$ cat src/rtl/vbcs_pkg.sv
package vbcs_pkg;

    // Segment layout: widths grow by SEG_STEP from the least significant end.
    localparam int SEG_BASE = 5;
    localparam int SEG_STEP = 2;
    localparam int SEG_NUM  = 4;

    // Width of segment idx.
    function automatic int seg_width(input int idx);
        return SEG_BASE + SEG_STEP * idx;
    endfunction

    // Lowest bit position of segment idx.
    function automatic int seg_lsb(input int idx);
        return SEG_BASE * idx + (SEG_STEP * idx * (idx - 1)) / 2;
    endfunction

    localparam int DATA_W = seg_lsb(SEG_NUM);

endpackage

$ cat src/rtl/vbcs_ripple.sv
module vbcs_ripple #(
    parameter int W = 4
) (
    input  logic [W-1:0] a,
    input  logic [W-1:0] b,
    input  logic         ci,
    output logic [W-1:0] s,
    output logic         co
);

    logic [W:0] chain;

    assign chain[0] = ci;

    for (genvar k = 0; k < W; k++) begin : g_bit
        logic half;
        assign half       = a[k] ^ b[k];
        assign s[k]       = half ^ chain[k];
        assign chain[k+1] = (a[k] & b[k]) | (half & chain[k]);
    end

    assign co = chain[W];

endmodule

$ cat src/rtl/vbcs_select_seg.sv
module vbcs_select_seg #(
    parameter int W = 4
) (
    input  logic [W-1:0] a,
    input  logic [W-1:0] b,
    input  logic         sel_carry,
    output logic [W-1:0] s,
    output logic         co
);

    logic [W-1:0] trial_s0;
    logic [W-1:0] trial_s1;
    logic         trial_c0;
    logic         trial_c1;

    // Trial assuming the incoming carry is 0.
    vbcs_ripple #(.W(W)) u_trial0 (
        .a  (a),
        .b  (b),
        .ci (1'b0),
        .s  (trial_s0),
        .co (trial_c0)
    );

    // Trial assuming the incoming carry is 1.
    vbcs_ripple #(.W(W)) u_trial1 (
        .a  (a),
        .b  (b),
        .ci (1'b1),
        .s  (trial_s1),
        .co (trial_c1)
    );

    assign s  = sel_carry ? trial_s1 : trial_s0;
    assign co = sel_carry ? trial_c1 : trial_c0;

endmodule

$ cat src/rtl/vbcs_adder.sv
module vbcs_adder
    import vbcs_pkg::*;
(
    input  logic [31:0] opnd_x,
    input  logic [31:0] opnd_y,
    input  logic        carry_in,
    output logic [31:0] total,
    output logic        carry_out
);

    // Carry entering each segment; seg_carry[SEG_NUM] leaves the top one.
    logic [SEG_NUM:0] seg_carry;

    assign seg_carry[0] = carry_in;

    for (genvar i = 0; i < SEG_NUM; i++) begin : g_seg
        localparam int LSB = seg_lsb(i);
        localparam int W   = seg_width(i);

        if (i == 0) begin : g_base
            vbcs_ripple #(.W(W)) u_ripple (
                .a  (opnd_x[LSB +: W]),
                .b  (opnd_y[LSB +: W]),
                .ci (seg_carry[i]),
                .s  (total[LSB +: W]),
                .co (seg_carry[i+1])
            );
        end else begin : g_select
            vbcs_select_seg #(.W(W)) u_sel (
                .a         (opnd_x[LSB +: W]),
                .b         (opnd_y[LSB +: W]),
                .sel_carry (seg_carry[i]),
                .s         (total[LSB +: W]),
                .co        (seg_carry[i+1])
            );
        end
    end

    assign carry_out = seg_carry[SEG_NUM];

endmodule

$ cat config.mk
export PLATFORM = sky130hd
export DESIGN_NAME = vbcs_adder
export DESIGN_NICKNAME = d
export VERILOG_FILES = /design/src/rtl/vbcs_pkg.sv /design/src/rtl/vbcs_ripple.sv /design/src/rtl/vbcs_select_seg.sv /design/src/rtl/vbcs_adder.sv
export SDC_FILE = /design/constraint.sdc
export NUM_CORES = 1
export LEC_CHECK = 0
export CAP_MARGIN = 15
export CELL_PAD_IN_SITES_DETAIL_PLACEMENT = 1
export CELL_PAD_IN_SITES_GLOBAL_PLACEMENT = 1
export CORE_UTILIZATION = 19
export DETAILED_ROUTE_END_ITERATION = 10
export PLACE_DENSITY = 0.85
export REMOVE_ABC_BUFFERS = 1
export SLEW_MARGIN = 40
export SYNTH_ARGS = -nofsm -noshare
export SYNTH_HDL_FRONTEND = slang
export SYNTH_SLANG_ARGS = --single-unit
$ cat constraint.sdc
create_clock -name vclk -period 33.9
set_clock_uncertainty 0.05 [all_clocks]
set_input_delay 5.085 -clock vclk [all_inputs]
set_output_delay 5.085 -clock vclk [all_outputs]
set_load 0.01 [all_outputs]
After elaboration in Yosys (flattened, before gate mapping)
Cells that the tools add are included.
{"block": "op_classes", "mux": 6, "n_bitwise": 229}
{"op": "$and A1 B1 Y1", "count": 85}
{"op": "$xor A1 B1 Y1", "count": 85}
{"op": "$or A1 B1 Y1", "count": 56}
{"op": "$mux W11", "count": 1}
{"op": "$mux W9", "count": 1}
{"op": "$mux W7", "count": 1}
{"op": "$mux W1", "count": 3}
{"op": "$not A1 Y1", "count": 3}
{"block": "word_totals", "reg_bits": 0, "inputBits": 65, "out_inout_bits": 33, "word_cells": 235}

Logic depth before layout (Yosys ltp)
{"block": "depth", "word_depth": 23, "depth_mapped": 36, "ltp_nobuf": 36}

Hierarchy
A second synthesis with hierarchy kept.
{"block": "unflattened", "hier_cells": 168, "hier_area_um2": 1943.1}
{"mod": "vbcs_ripple (g_seg[3].g_select.u_sel.u_trial0 ...)", "instances": 2, "cells_per_inst": 21, "area_per_inst_um2": 257.7, "seq_area_each_um2": 0.0}
{"mod": "vbcs_ripple (g_seg[2].g_select.u_sel.u_trial0 ...)", "instances": 2, "cells_per_inst": 19, "area_per_inst_um2": 217.7, "seq_area_each_um2": 0.0}
{"mod": "vbcs_ripple (g_seg[1].g_select.u_sel.u_trial0 ...)", "instances": 2, "cells_per_inst": 17, "area_per_inst_um2": 177.7, "seq_area_each_um2": 0.0}
{"mod": "vbcs_select_seg (g_seg[3].g_select.u_sel)", "instances": 1, "cells_per_inst": 15, "area_per_inst_um2": 191.4, "seq_area_each_um2": 0.0}
{"mod": "vbcs_select_seg (g_seg[2].g_select.u_sel)", "instances": 1, "cells_per_inst": 13, "area_per_inst_um2": 168.9, "seq_area_each_um2": 0.0}
{"mod": "vbcs_select_seg (g_seg[1].g_select.u_sel)", "instances": 1, "cells_per_inst": 11, "area_per_inst_um2": 138.9, "seq_area_each_um2": 0.0}
{"mod": "vbcs_ripple (g_seg[0].g_base.u_ripple)", "instances": 1, "cells_per_inst": 15, "area_per_inst_um2": 137.6, "seq_area_each_um2": 0.0}

Worst setup path after synthesis
Ideal clock, no wire load.
{"block": "synth_path", "path_type": "input to output", "start": "input port opnd_x[0]", "end": "output port total[31]", "arrival_time_ns": 16.641, "t_required_ns": 28.765, "slack_ns": 12.124, "cell_stages": 36, "n_path_buf": 0, "cell_sequence": "inv_1 > fa_1 > inv_1 > fa_1 > fa_1 > fa_1 > fa_1 > mux2i_1 > fa_1 > fa_1 > fa_1 > fa_1 > fa_1 > fa_1 > mux2i_1 > fa_1 > fa_1 > fa_1 > fa_1 > fa_1 > fa_1 > fa_1 > fa_1 > mux2i_1 > fa_1 > fa_1 > fa_1 > fa_1 > fa_1 > fa_1 > fa_1 > fa_1 > fa_1 > inv_1 > fa_1 > inv_1"}
{"block": "synth_via", "elab_chain_cells": 14, "elab_cells_between_ends": 15, "classes_between": "mux: 3; bitwise: 12"}
{"element": "start: declaration", "line_no": "vbcs_adder.sv:4", "rtl": "input logic [31:0] opnd_x,"}
{"element": "$xor A1 B1 Y1", "line_no": "vbcs_ripple.sv:17", "rtl": "assign half = a[k] ^ b[k];"}
{"element": "$and A1 B1 Y1", "line_no": "vbcs_ripple.sv:19", "rtl": "assign chain[k+1] = (a[k] & b[k]) | (half & chain[k]);"}
{"element": "$or A1 B1 Y1 (*)", "line_no": "vbcs_ripple.sv:19"}
{"element": "$and A1 B1 Y1 (*)", "line_no": "vbcs_ripple.sv:19"}
{"element": "$or A1 B1 Y1 (*)", "line_no": "vbcs_ripple.sv:19"}
{"element": "$and A1 B1 Y1 (*)", "line_no": "vbcs_ripple.sv:19"}
{"element": "$or A1 B1 Y1 (*)", "line_no": "vbcs_ripple.sv:19"}
{"element": "$and A1 B1 Y1 (*)", "line_no": "vbcs_ripple.sv:19"}
{"element": "$or A1 B1 Y1 (*)", "line_no": "vbcs_ripple.sv:19"}
{"element": "$and A1 B1 Y1 (*)", "line_no": "vbcs_ripple.sv:19"}
{"element": "$or A1 B1 Y1 (*)", "line_no": "vbcs_ripple.sv:19"}
{"element": "$mux W1 (*) (2 in a row)", "line_no": "vbcs_select_seg.sv:35", "rtl": "assign co = sel_carry ? trial_c1 : trial_c0;"}
{"element": "$mux W11 (*)", "line_no": "vbcs_select_seg.sv:34", "rtl": "assign s = sel_carry ? trial_s1 : trial_s0;"}
{"element": "end: declaration", "line_no": "vbcs_adder.sv:7", "rtl": "output logic [31:0] total,"}
Every way passes the cells marked *; elsewhere a longest branch is shown, timed or not.

Final worst setup path
Ends and elaborated chain as after synthesis.

==> reports/results.ini <==
[drt]
drt_iter0_markers = 3
num_vias = 835
ant_nets = 0
routed_wirelength_um = 2890
wire_per_inst_um = 14.0
vias_per_cell = 4.05
first_pass_iters = 2
drc = 0

[timing]
relSlewSlack_pct = 85.2
slew_viol_final = 0
hold_violations = 0
fmax_mhz = 43.0
finalCritPeriodShare_pct = 68.5
setup_viol = 0
tns_ns = 0
worst_pin_slew_ns = 0.216
layout_min_cycle_time_ns = 23.23
rsz0062_at_grt = false

[floorplan]
core_area_um2 = 3800
row_count = 22
design.die.area_um2 = 4380
ios = 98
start_util_pct = 20.6
die_w_um = 66.2
dieHeight_um = 66.2

[logic_synthesis]
netlist_area_um2 = 783
postSynthCellCount = 60
synthSimpleGateAreaFrac_pct = 0
ys_seq_area_share_pct = 0
synth_top_family_by_area = adder cells
synth-compound-area-share_pct = 0
yosys_warnings = 0
synthTopCellsByArea = fa_1, ha_1, inv_1, mux2i_1, xor2_1
yosysUniqueCellTypes = 5
synth_xor_area_share_pct = 3.35
synth_top_area_share_pct = 74.1
synth_top_area_cell = fa_1
synthAdderAreaFrac_pct = 83.7
syn_avg_cell_area_um2 = 13.1
muxShareOfSynthArea_pct = 3.83

[global_routing]
grt_overflow_total = 0
grt_max_degree = 3
grt_usage_pct = 13.7
antenna_found_initial = 0
grt_pass1_vias = 1052
grt_pass1_wl_um = 4560

[final_layout]
fillers = 407
nets = 260
mostFrequentLayoutCells = clkdlybuf4s50_1, fa_1, inv_1, ha_1
diodes = 0
regArea_um2 = 0
design.seq.count = 0
clockBufferCount = 0
layout-drive-gt1-share_pct = 0
final_common_cell = clkdlybuf4s50_1
area_growth_pct = 133

[setup_path]
required_ns = 28.76
worstSetupPathType = primary input to primary output
crit_path_top_delay_cell = clkdlybuf4s50_1
critPathMostFrequentCell = fa_1
cpPeakStageDelay_ns = 0.53
critPathMaxFanout = 2
end_kind = primary output
arrival_ns = 18.10
start_kind = primary input

[power]
power_mw = 0.0396
power.leakage_nw = 0.766
power_density_nw_per_um2 = 21.7
vdd_drop_max_uv = 10.1

[hold_path]
holdCritStartpoint = opnd_y[0]
min_to = total[0]
hold_class = primary input to primary output
min_path_cells = 5

[clocking]
postCtsResizedCells = 0
ctsHoldBuffers = 0
postCtsSetupRepairBufs = 0

[placement]
gp_congestion = 0.707
portBuffers = 98
dp_hpwl_um = 2840

[run]
cap_viol_max_count = 0

[run_status]
status = completed

==> per-layer routing <==
metal | part of all wire, % | routed length, um | vias up | track usage [%]
li1 | - | - | 363 | -
met1 | 28 | 803 | 383 | 11.2
met2 | 49 | 1410 | 89 | 28.2
met3 | 24 | 681 | 0 | 8.97
met4 | 0 | 0 | 0 | 0
met5 | 0 | 0 | - | 0
==> critical path, delay by kind of cell <==
kind                     cells  cell delay [ns]
adder cells (fa/ha/maj)     29            11.33
buffers and inverters        6             1.20
multiplexers                 3             0.49
==> logic make-up after synthesis <==
logic type,count (synthesis)
adders and majority gates,35
xor gates and xnor gates,3
muxes,3
buffers and inverters,19
==> cell usage after synthesis (all sizes together) <==
master   n
fa      29
xor2     3
inv     19
mux2i    3
ha       6
==> where the power goes <==
part,total (mW),switching [mW],internal (mW)
combinational,0.0396,0.0149,0.0248
sequential,0,0,0
clock,0,0,0
==> per-stage QoR <==
step,instances,cell area (um2),setup slack [ns],util (%),hold WS (ns)
detailed placement,206,1820,10.58,48.0,11.25
global placement,206,1820,10.87,48.0,11.22
CTS,206,1820,10.54,48.0,11.25
global route,206,1820,10.15,48.0,11.30
floorplan,60,783,12.12,-,10.31
finish,206,1820,10.67,48.0,11.25
==> layout make-up <==
cell class | instances | area, um2 | area share [%]
multi-input cells | 41 | 712 | 39.0
well taps | 48 | 60.1 | 3.29
inverters | 19 | 71.3 | 3.91
repair buffers | 98 | 981 | 53.8
==> how the worst max path moves through the flow <==
stage                     cells after the start      start         to
after floorplan                              36  opnd_x[0]  total[31]
after global placement                       38  opnd_y[0]  total[31]
after detailed placement                     38  opnd_x[0]  total[31]
after CTS                                    38  opnd_x[0]  total[31]
after global routing                         38  opnd_x[0]  total[31]
final                                        38  opnd_x[0]  total[31]
No activity file was read; power rests on OpenSTA's default activity.
